`src/rtl/gpio_dv_pkg.sv`:
```
package gpio_dv_pkg;
  localparam int unsigned WORD_W = 32;

  typedef enum logic [2:0] {
    F_OUT  = 3'd0,
    F_DIR  = 3'd1,
    F_IN   = 3'd2,
    F_LVL  = 3'd3,
    F_FLAG = 3'd4,
    F_MASK = 3'd5,
    F_COPY = 3'd6,
    F_NONE = 3'd7
  } field_e;

  typedef struct packed {
    logic   open_hit;
    logic   guard_hit;
    logic   pen_reg;
    logic   own_reg;
    field_e fld;
  } dec_t;

  // Reverse byte lanes between bus order and line order.
  function automatic logic [WORD_W-1:0] lane_swap(input logic [WORD_W-1:0] d);
    return {d[7:0], d[15:8], d[23:16], d[31:24]};
  endfunction

  // Word index to view/field; guarded words only hit while fw is high.
  function automatic dec_t decode_word(input logic [3:0] w, input logic fw);
    dec_t r;
    r = '{open_hit: 1'b0, guard_hit: 1'b0, pen_reg: 1'b0, own_reg: 1'b0, fld: F_NONE};
    if (w < 4'd7) begin
      r.open_hit = 1'b1;
      r.fld      = field_e'(w[2:0]);
    end else if (w == 4'd7) begin
      r.pen_reg  = fw;
    end else if (w == 4'd15) begin
      r.own_reg  = fw;
    end else begin
      r.guard_hit = fw;
      r.fld       = field_e'(w[2:0]);
    end
    return r;
  endfunction

  // Lines a view may touch for this access.
  function automatic logic [WORD_W-1:0] view_lines(input dec_t d, input logic [WORD_W-1:0] owner);
    if (d.open_hit)  return owner;
    if (d.guard_hit) return ~owner;
    return '0;
  endfunction
endpackage

```
`src/rtl/gpio_dv_sync.sv`:
```
module gpio_dv_sync #(
  parameter int unsigned W      = 32,
  parameter int unsigned STAGES = 2
) (
  input  logic         clk,
  input  logic         rst_n,
  input  logic [W-1:0] d_i,
  output logic [W-1:0] q_o
);
  logic [W-1:0] stage_q [STAGES];

  for (genvar s = 0; s < STAGES; s++) begin : g_stage
    if (s == 0) begin : g_first
      always_ff @(posedge clk or negedge rst_n)
        if (!rst_n) stage_q[s] <= '0;
        else        stage_q[s] <= d_i;
    end else begin : g_next
      always_ff @(posedge clk or negedge rst_n)
        if (!rst_n) stage_q[s] <= '0;
        else        stage_q[s] <= stage_q[s-1];
    end
  end

  assign q_o = stage_q[STAGES-1];
endmodule

```
`src/rtl/gpio_dv_regs.sv`:
```
module gpio_dv_regs
  import gpio_dv_pkg::*;
#(
  parameter int unsigned   W        = WORD_W,
  parameter logic [W-1:0]  PEN_INIT = '1
) (
  input  logic         clk,
  input  logic         rst_n,
  input  logic         fw_en,
  input  logic         bus_sel,
  input  logic         bus_wr,
  input  logic [3:0]   bus_addr,
  input  logic [W-1:0] bus_wdata,
  output logic [W-1:0] bus_rdata,
  input  logic [W-1:0] sync_in,
  input  logic [W-1:0] flag_i,
  output logic [W-1:0] out_q,
  output logic [W-1:0] dir_q,
  output logic [W-1:0] lvl_q,
  output logic [W-1:0] mask_q,
  output logic [W-1:0] pen_q,
  output logic [W-1:0] owner_q,
  output logic [W-1:0] clr_o
);
  dec_t         dec_w;
  logic [W-1:0] lines_w;
  logic [W-1:0] wd_w;
  logic [W-1:0] wmask_w;
  logic [W-1:0] rd_w;
  logic         wr_w;

  assign dec_w   = decode_word(bus_addr, fw_en);
  assign lines_w = view_lines(dec_w, owner_q);
  assign wr_w    = bus_sel & bus_wr;
  assign wd_w    = lane_swap(bus_wdata);
  assign wmask_w = wr_w ? lines_w : '0;
  assign clr_o   = (dec_w.fld == F_FLAG) ? (wd_w & wmask_w) : '0;

  always_ff @(posedge clk or negedge rst_n) begin
    if (!rst_n) begin
      out_q   <= '0;
      dir_q   <= '0;
      lvl_q   <= '0;
      mask_q  <= '0;
      pen_q   <= PEN_INIT;
      owner_q <= '0;
    end else begin
      if (dec_w.fld == F_OUT)  out_q  <= (out_q  & ~wmask_w) | (wd_w & wmask_w);
      if (dec_w.fld == F_DIR)  dir_q  <= (dir_q  & ~wmask_w) | (wd_w & wmask_w);
      if (dec_w.fld == F_LVL)  lvl_q  <= (lvl_q  & ~wmask_w) | (wd_w & wmask_w);
      if (dec_w.fld == F_MASK) mask_q <= (mask_q & ~wmask_w) | (wd_w & wmask_w);
      if (wr_w && dec_w.pen_reg) pen_q   <= wd_w;
      if (wr_w && dec_w.own_reg) owner_q <= wd_w;
    end
  end

  always_comb begin
    unique case (dec_w.fld)
      F_OUT:   rd_w = out_q;
      F_DIR:   rd_w = dir_q;
      F_IN:    rd_w = sync_in;
      F_LVL:   rd_w = lvl_q;
      F_FLAG:  rd_w = flag_i;
      F_MASK:  rd_w = mask_q;
      F_COPY:  rd_w = sync_in;
      default: rd_w = '0;
    endcase
    rd_w = rd_w & lines_w;
    if (dec_w.pen_reg) rd_w = pen_q;
    if (dec_w.own_reg) rd_w = owner_q;
  end

  assign bus_rdata = (bus_sel && !bus_wr) ? lane_swap(rd_w) : '0;
endmodule

```
`src/rtl/gpio_dv_irq.sv`:
```
module gpio_dv_irq #(
  parameter int unsigned W = 32
) (
  input  logic         clk,
  input  logic         rst_n,
  input  logic [W-1:0] sync_in,
  input  logic [W-1:0] lvl_i,
  input  logic [W-1:0] mask_i,
  input  logic [W-1:0] clr_i,
  output logic [W-1:0] flag_q,
  output logic [W-1:0] hit_o,
  output logic         irq_o
);
  // A line hits when its input sits at the selected level.
  assign hit_o = ~(sync_in ^ lvl_i);

  always_ff @(posedge clk or negedge rst_n)
    if (!rst_n) flag_q <= '0;
    else        flag_q <= (flag_q & ~clr_i) | hit_o;

  assign irq_o = |(flag_q & mask_i);
endmodule

```
`src/rtl/gpio_dual_view.sv`:
```
module gpio_dual_view
  import gpio_dv_pkg::*;
#(
  parameter int unsigned SYNC_STAGES = 2
) (
  input  logic              clk,
  input  logic              rst_n,
  input  logic              fw_en,
  input  logic              bus_sel,
  input  logic              bus_wr,
  input  logic [3:0]        bus_addr,
  input  logic [WORD_W-1:0] bus_wdata,
  output logic [WORD_W-1:0] bus_rdata,
  input  logic [WORD_W-1:0] pad_in,
  output logic [WORD_W-1:0] pad_out,
  output logic [WORD_W-1:0] pad_oe,
  output logic              irq
);
  logic [WORD_W-1:0] sync_w;
  logic [WORD_W-1:0] out_w, dir_w, lvl_w, mask_w, pen_w, owner_w;
  logic [WORD_W-1:0] clr_w, flag_w, hit_w;

  gpio_dv_sync #(.W(WORD_W), .STAGES(SYNC_STAGES)) sync_i (
    .clk(clk), .rst_n(rst_n), .d_i(pad_in), .q_o(sync_w)
  );

  gpio_dv_regs #(.W(WORD_W)) regs_i (
    .clk(clk), .rst_n(rst_n), .fw_en(fw_en),
    .bus_sel(bus_sel), .bus_wr(bus_wr), .bus_addr(bus_addr),
    .bus_wdata(bus_wdata), .bus_rdata(bus_rdata),
    .sync_in(sync_w), .flag_i(flag_w),
    .out_q(out_w), .dir_q(dir_w), .lvl_q(lvl_w), .mask_q(mask_w),
    .pen_q(pen_w), .owner_q(owner_w), .clr_o(clr_w)
  );

  gpio_dv_irq #(.W(WORD_W)) irq_i (
    .clk(clk), .rst_n(rst_n), .sync_in(sync_w), .lvl_i(lvl_w),
    .mask_i(mask_w), .clr_i(clr_w), .flag_q(flag_w), .hit_o(hit_w),
    .irq_o(irq)
  );

  assign pad_out = out_w;
  assign pad_oe  = dir_w & pen_w;
endmodule

```
`config.mk`:
```
export PLATFORM = sky130hd
export DESIGN_NAME = gpio_dual_view
export DESIGN_NICKNAME = d
export VERILOG_FILES = /design/src/rtl/gpio_dv_pkg.sv /design/src/rtl/gpio_dv_sync.sv /design/src/rtl/gpio_dv_regs.sv /design/src/rtl/gpio_dv_irq.sv /design/src/rtl/gpio_dual_view.sv
export SDC_FILE = /design/constraint.sdc
export NUM_CORES = 1
export LEC_CHECK = 0
export ABC_AREA = 1
export BUFFER_PORTS_ARGS = -buffer_cell sky130_fd_sc_hd__buf_4
export CAP_MARGIN = 10
export CORE_MARGIN = 10
export CORE_UTILIZATION = 53
export DETAILED_ROUTE_END_ITERATION = 16
export GPL_TIMING_DRIVEN = 0
export MAX_ROUTING_LAYER = met4
export PLACE_DENSITY = 0.76
export SETUP_SLACK_MARGIN = 0.15
export SLEW_MARGIN = 0
export SYNTH_ARGS = -nofsm -noshare
export SYNTH_HDL_FRONTEND = slang
export SYNTH_SLANG_ARGS = --single-unit
```
`constraint.sdc`:
```
create_clock -name clk -period 1.9 [get_ports clk]
set_input_delay 0.475 -clock clk [delete_from_list [all_inputs] [get_ports clk]]
set_output_delay 0.475 -clock clk [all_outputs]
set_load 0.005 [all_outputs]
```
==> results of run 1 <==
[cell families (layout without fill, tap and decap cells)]
| family | after synthesis | in the layout | share of synthesized area |
|---|---|---|---|
| buf+inv | 220 | 501 | 0.06758 |
| xor+xnor | 32 | 32 | 0.01902 |
| flops | 288 | 288 | 0.4918 |
| compound gates | 332 | 332 | 0.1392 |
| simple gates | 939 | 939 | 0.2824 |
[worst reg2reg max path: stages (launching register included)]
cell and delay [ns]:
dfrtp_1 0.46, nand3_1 0.16, o21ai_4 0.12, nand3_1 0.20
nand2_1 0.15, o21ai_1 0.07
[layout make-up]
type | count | area (µm²) | share of cell area
clock inverters | 6 | 80.08 | 0.004146
flip-flops and latches | 288 | 7247 | 0.3752
repair buffers | 220 | 2048 | 0.1060
plain buffers | 114 | 992.2 | 0.05137
inverters | 105 | 407.9 | 0.02112
clock buffers | 56 | 1077 | 0.05577
multi-input cells | 1303 | 6998 | 0.3623
well taps | 372 | 465.4 | 0.02410
[cell usage in the layout, fill, tap and decap left out, types with 31 or more instances in the layout]
cell and instances:
dfrtp_1 256, clkbuf_16 42, xor2_1 32, dfstp_2 32
buf_6 51, nand2_2 48, o21ai_2 32, inv_1 78
buf_4 179, nand3_1 256, nand2_1 442, a21oi_1 32
nand4_1 97, nor2_1 58, o21ai_1 150, a21oi_2 31
o21ai_0 44
[per-stage QoR]
stage                     hold slack [ns]    util  total power, W  area (µm²)  instances
after floorplan                    0.1794       -        0.008891       15120       1811
after global placement             0.3318  0.6199        0.009949       16850       2351
after detailed placement           0.3347  0.6222         0.01005       16910       2353
after CTS                         0.05490  0.6906         0.01695       18770       2442
after global routing              0.05533  0.7108         0.01775       19320       2464
final                             0.06082  0.7108         0.01720       19320       2464
[worst min-delay path by stage]
| stage | from | end | slack (ns) | depth (start not counted) |
|---|---|---|---|---|
| after floorplan | rst_n | asynchronous set/reset pin | 0.18 | 0 |
| after global placement | sync_i.stage_q[44] | sync_i.q_o[12] | 0.33 | 0 |
| after detailed placement | sync_i.stage_q[49] | sync_i.q_o[17] | 0.33 | 0 |
| after CTS | pad_in[17] | sync_i.stage_q[49] | 0.05 | 1 |
| after global routing | pad_in[17] | sync_i.stage_q[49] | 0.06 | 1 |
| final | pad_in[16] | sync_i.stage_q[48] | 0.06 | 1 |
[power by group through the flow]
| stage | clock, W | combinational [W] | sequential, W |
|---|---|---|---|
| 2_1_floorplan | 0 | 0.00152 | 0.00737 |
| 3_3_place_gp | 0 | 0.00243 | 0.00752 |
| 3_5_place_dp | 0 | 0.00252 | 0.00754 |
| 4_1_cts | 0.00677 | 0.00273 | 0.00745 |
| 5_1_grt | 0.00703 | 0.00316 | 0.00756 |
| 6_report | 0.00676 | 0.00294 | 0.00749 |
[layer usage]
metal / track usage / up-vias / share of wire / wire length [µm]
li1: - / 6617 / - / -
met1: 0.3949 / 7231 / 0.38 / 21520
met2: 0.4823 / 1152 / 0.45 / 25550
met3: 0.06629 / 272 / 0.12 / 6607
met4: 0.1644 / 0 / 0.059 / 3339
met5: - / - / 0 / 0
[repair_timing]
action	CTS	global route
endpoints found under the hold margin	61	0
hold buffers	1	0
setup buffers	23	18
gates cloned	4	4
endpoints found under the setup margin	53	98
gates resized for setup	145	113
pin swaps	35	66
==> reports/qor.yml, run 1 <==
status: "finished, violations left"
violations: "negative setup slack"
fillers: 2153
dp_hpwl_um: 36870
cp_cell_sequence: "buf_12 > buf_8 > nor2_4 > buf_6 > buf_8 > nand2_2 > nand2_1 > nor2_1 > nand2_1 > nand2_1 > a21oi_2 > buf_4"
ant_nets: 0
fmax_ghz: 0.4192
min_period_ns: 2.386
yosysTopAreaCell: "dfrtp_1"
drc: 0
switchingPower_w: 0.005032
cpPeakStageDelay_ns: 0.22
cp-start-kind: "primary input"
tns_ns: -12.70
wl_per_cell_um: 23.14
root_buffer: "clkbuf_16"
power.leakage_nw: 9.057
synth_most_common_cell: "nand2_1"
drt-initial-drc-count: 2210
viasPerCell: 6.198
ff2ff_setup_slack_ns: 0.61
worst_ep_arrival_time_ns: 1.91
skew_ns: 0.009221
path_buf_inv: 5
p_seq_frac: 0.436
finalCritPeriodShare: 1.256
dieArea_mm2: 0.03488
r2r_cells: 5
fp-row-count: 60
setup_viol: 33
postSynth.asyncResetShare: 1.000
place_ws_ns: -0.8131
io_pins: 170
vdd_drop_max_mv: 0.6282
tightest_slew_ns: 0.9870
crit_path_start: "bus_addr[0]"
grt_start_max_net_pins: 124
clkTransAtPathRegs_ns: 0.06
area.growth.synth_to_final_pct: 31.07
slew_headroom: 0.3420
cts_made_buffers: 34
cp-endpoint: "bus_rdata[7]"
intPower_w: 0.01217
grt_pass1_vias: 15240
grt.overflow.total: 0
start_util: 0.5423
gp_congestion: 0.9519
synth_area_per_cell_um2: 8.137
synth_seq_cells: 288
synth-edff-count: 0
ys.flop_type: "dfrtp_1"
drv_slew: 0
synth.area.top_cells: "dfrtp_1, nand2_1, nand3_1"
antenna_found_initial: 0
die_h_um: 186.8
rsz0062_at_grt: "true"
power.combinational.fraction: 0.171
netlist_area_mm2: 0.01474
ys_top_cells_by_count: "nand2_1, dfrtp_1, nand3_1, o21ai_1, inv_1"
hold_violations: 0
insertion_delay_ns: 0.52
cp_slowest_cell: "a21oi_2"
core_mm2: 0.02718
dr.pass1.iters: 6
htree_num_levels: 2
critical_path_class: "primary input to output pin"
syn-instance-count: 1811
crit_required_ns: 1.42
cts.sinks: 288
swShare: 0.2926
routed_wirelength_um: 57010
cp-end-kind: "output pin"
hold_path_class: "primary input to flip-flop"
setup_slack_ns: -0.4856
grt_first_pass_wirelength_um: 85610
track_usage: 0.3176
clkPwrFrac: 0.393
crit_cells: 12
tritoncts: "done"
synth.distinct_cells: 26
diodes: 0
cp_max_fo: 7
clk_path_buf_depth: 3
synth_top_cell_area_share: 0.4347
cpMostUsedCell: "nand2_1"
port_buffers: 168
vias: 15270
reg2reg_from: "regs_i.owner_q[23]"
nets: 2139
max-cap-violations: 0
synth_seq_area_share: 0.4918
yosys_warnings: 0
die_w_um: 186.8
syn_nets: 1884
cellPowerDensity_mw_per_mm2: 890.4
drive_gt1_frac: 0.2882
critPathTopFamily: "buffers and inverters"
No activity file was read; power rests on OpenSTA's default activity.
==> run 2: changes to the inputs <==
- CTS_CLUSTER_SIZE: not set -> 25
- TNS_END_PERCENT: not set -> 5
==> reports/qor.yml, run 2 (synthesis results as in run 1) <==
fp-row-count: 60  # unchanged
rsz0062_at_grt: "true"
hold_path_class: "primary input to asynchronous set/reset pin"
viasPerCell: 6.207  # +0.15%
diodes: 0  # unchanged
antenna_found_initial: 0  # unchanged
clkTransAtPathRegs_ns: 0.05  # about the same
use_met1: 0.3888  # -0.006028
die_h_um: 186.8  # unchanged
drive_gt1_frac: 0.2585  # -0.02974
die_w_um: 186.8  # unchanged
dieArea_mm2: 0.03488  # unchanged
grt_start_max_net_pins: 102  # -18%
slew_headroom: 0.3660  # +0.02399
vias: 15080  # -1.2%
tightest_slew_ns: 0.9510  # -0.03599 ns
ff2ff_setup_slack_ns: 0.68  # +0.07 ns
finalCritPeriodShare: 1.268  # +0.01241
hold-worst-slack_ns: -0.02925  # -0.09007 ns
use_met2: 0.4764  # -0.005953
total_power_w: 0.01685  # -2.0%
fin_cells: 2430  # -1.4%
insertion_delay_ns: 0.52  # about the same
max-cap-violations: 0  # unchanged
grt_pass1_vias: 14710  # -3.5%
status: "finished, violations left"
gp_congestion: 0.9388  # -1.4%
layout_common_cells: "nand2_1, nand3_1, dfrtp_1"
power.leakage_nw: 8.695  # -4.0%
drc: 0  # unchanged
worst_ep_arrival_time_ns: 1.93  # +0.02 ns
dr.pass1.iters: 6  # unchanged
htree_num_levels: 2  # unchanged
cellPowerDensity_mw_per_mm2: 904.2  # +1.5%
fmax_ghz: 0.4151  # -0.98%
start_util: 0.5423  # unchanged
ant_nets: 0  # unchanged
wl_per_cell_um: 22.99  # -0.65%
nets: 2108  # -1.4%
hold_violations: 15  # +15
io_pins: 170  # unchanged
drt-initial-drc-count: 2070  # -6.3%
fillers: 2186  # +1.5%
cts_made_buffers: 34  # unchanged
vdd_drop_max_mv: 0.7742  # +23%
clk_path_buf_depth: 3  # unchanged
hold_buffers: 0  # -1
area.growth.synth_to_final_pct: 26.46
min_period_ns: 2.409  # +0.02358 ns
dp_hpwl_um: 37010  # +0.38%
dp_cells: 2353  # unchanged
cp-start-kind: "primary input"
setup_viol: 33  # unchanged
setup_slack_ns: -0.5092  # -0.02358 ns
port_buffers: 168  # unchanged
top_usage_layer: "met2"
grt_util_met3: 0.07635  # +0.01006
root_buffer: "clkbuf_16"
grt_first_pass_wirelength_um: 85010  # -0.70%
tritoncts: "done"
final_common_cell: "nand2_1"
drv_slew: 0  # unchanged
skew_ns: 0.01380  # +0.004581 ns
crit_required_ns: 1.42  # about the same
critical_path_class: "primary input to output pin"
tns_ns: -12.66  # +0.03240 ns
grt.overflow.total: 0  # unchanged
cts.sinks: 288  # unchanged
cp_max_fo: 8  # +1
routed_wirelength_um: 55860  # -2.0%
track_usage: 0.3163  # -0.001359
cp-end-kind: "output pin"
core_mm2: 0.02718  # unchanged
violations: "negative hold slack, negative setup slack"
[run 2: final timing paths]
kind / startpoint / to / cells past startpoint
max in group asynchronous: rst_n / regs_i.pen_q[17] / 2
hold reg to reg: sync_i.stage_q[37] / sync_i.q_o[5] / 0
setup reg to reg: regs_i.owner_q[23] / flip-flop / 5
min in group clk: pad_in[25] / sync_i.stage_q[57] / 1
setup / recovery: bus_addr[0] / bus_rdata[15] / 12
hold / removal: rst_n / irq_i.flag_q[4] / 1
[run 2: area by class of cell]
cell class / count / area (µm²) / area share
flip-flops and latches: 288 / 7247 / 0.3889
multi-input cells: 1303 / 6855 / 0.3678
repair buffers: 190 / 1662 / 0.08916
clock buffers: 50 / 1022 / 0.05485
plain buffers: 113 / 877.1 / 0.04706
well taps: 372 / 465.4 / 0.02497
inverters: 105 / 405.4 / 0.02175
clock inverters: 9 / 102.6 / 0.005505
[run 2: routing by layer]
layer | up-vias | part of all wire
li1 | 6566 | -
met1 | 7109 | 0.37
met2 | 1139 | 0.45
met3 | 270 | 0.12
met4 | 0 | 0.058
met5 | - | 0
[run 2: critical path, cell delays in order]
cell     delay [ns]
buf_8          0.11
buf_8          0.13
nor2_4         0.19
buf_6          0.17
buf_8          0.13
nand2_1        0.05
nand2_1        0.06
nor2_1         0.05
nand2_1        0.08
nand2_1        0.12
a21oi_2        0.20
buf_4          0.14
[run 2: power breakdown]
part / total, W / switching, W / internal [W]
sequential: 0.00749 / 0.000675 / 0.00682
combinational: 0.00272 / 0.00164 / 0.00108
clock: 0.00664 / 0.00264 / 0.00400
total: 0.0169 / 0.00496 / 0.0119
[run 2: stage by stage]
stage          setup slack, ns  utilization  cell area [µm²]
2_1_floorplan          0.06588            -            15090
3_3_place_gp            -2.158       0.6190            16820
3_5_place_dp           -0.8784       0.6213            16880
4_1_cts                -0.4054       0.6782            18430
5_1_grt                -0.5215       0.6858            18640
6_report               -0.5092       0.6858            18640
[run 2: what timing repair did]
item / 4_1_cts / 5_1_grt
pin swaps: 18 / 19
resized for setup: 103 / 65
setup endpoints to repair: 49 / 82
cloned: 2 / 0
setup buffers: 12 / 6
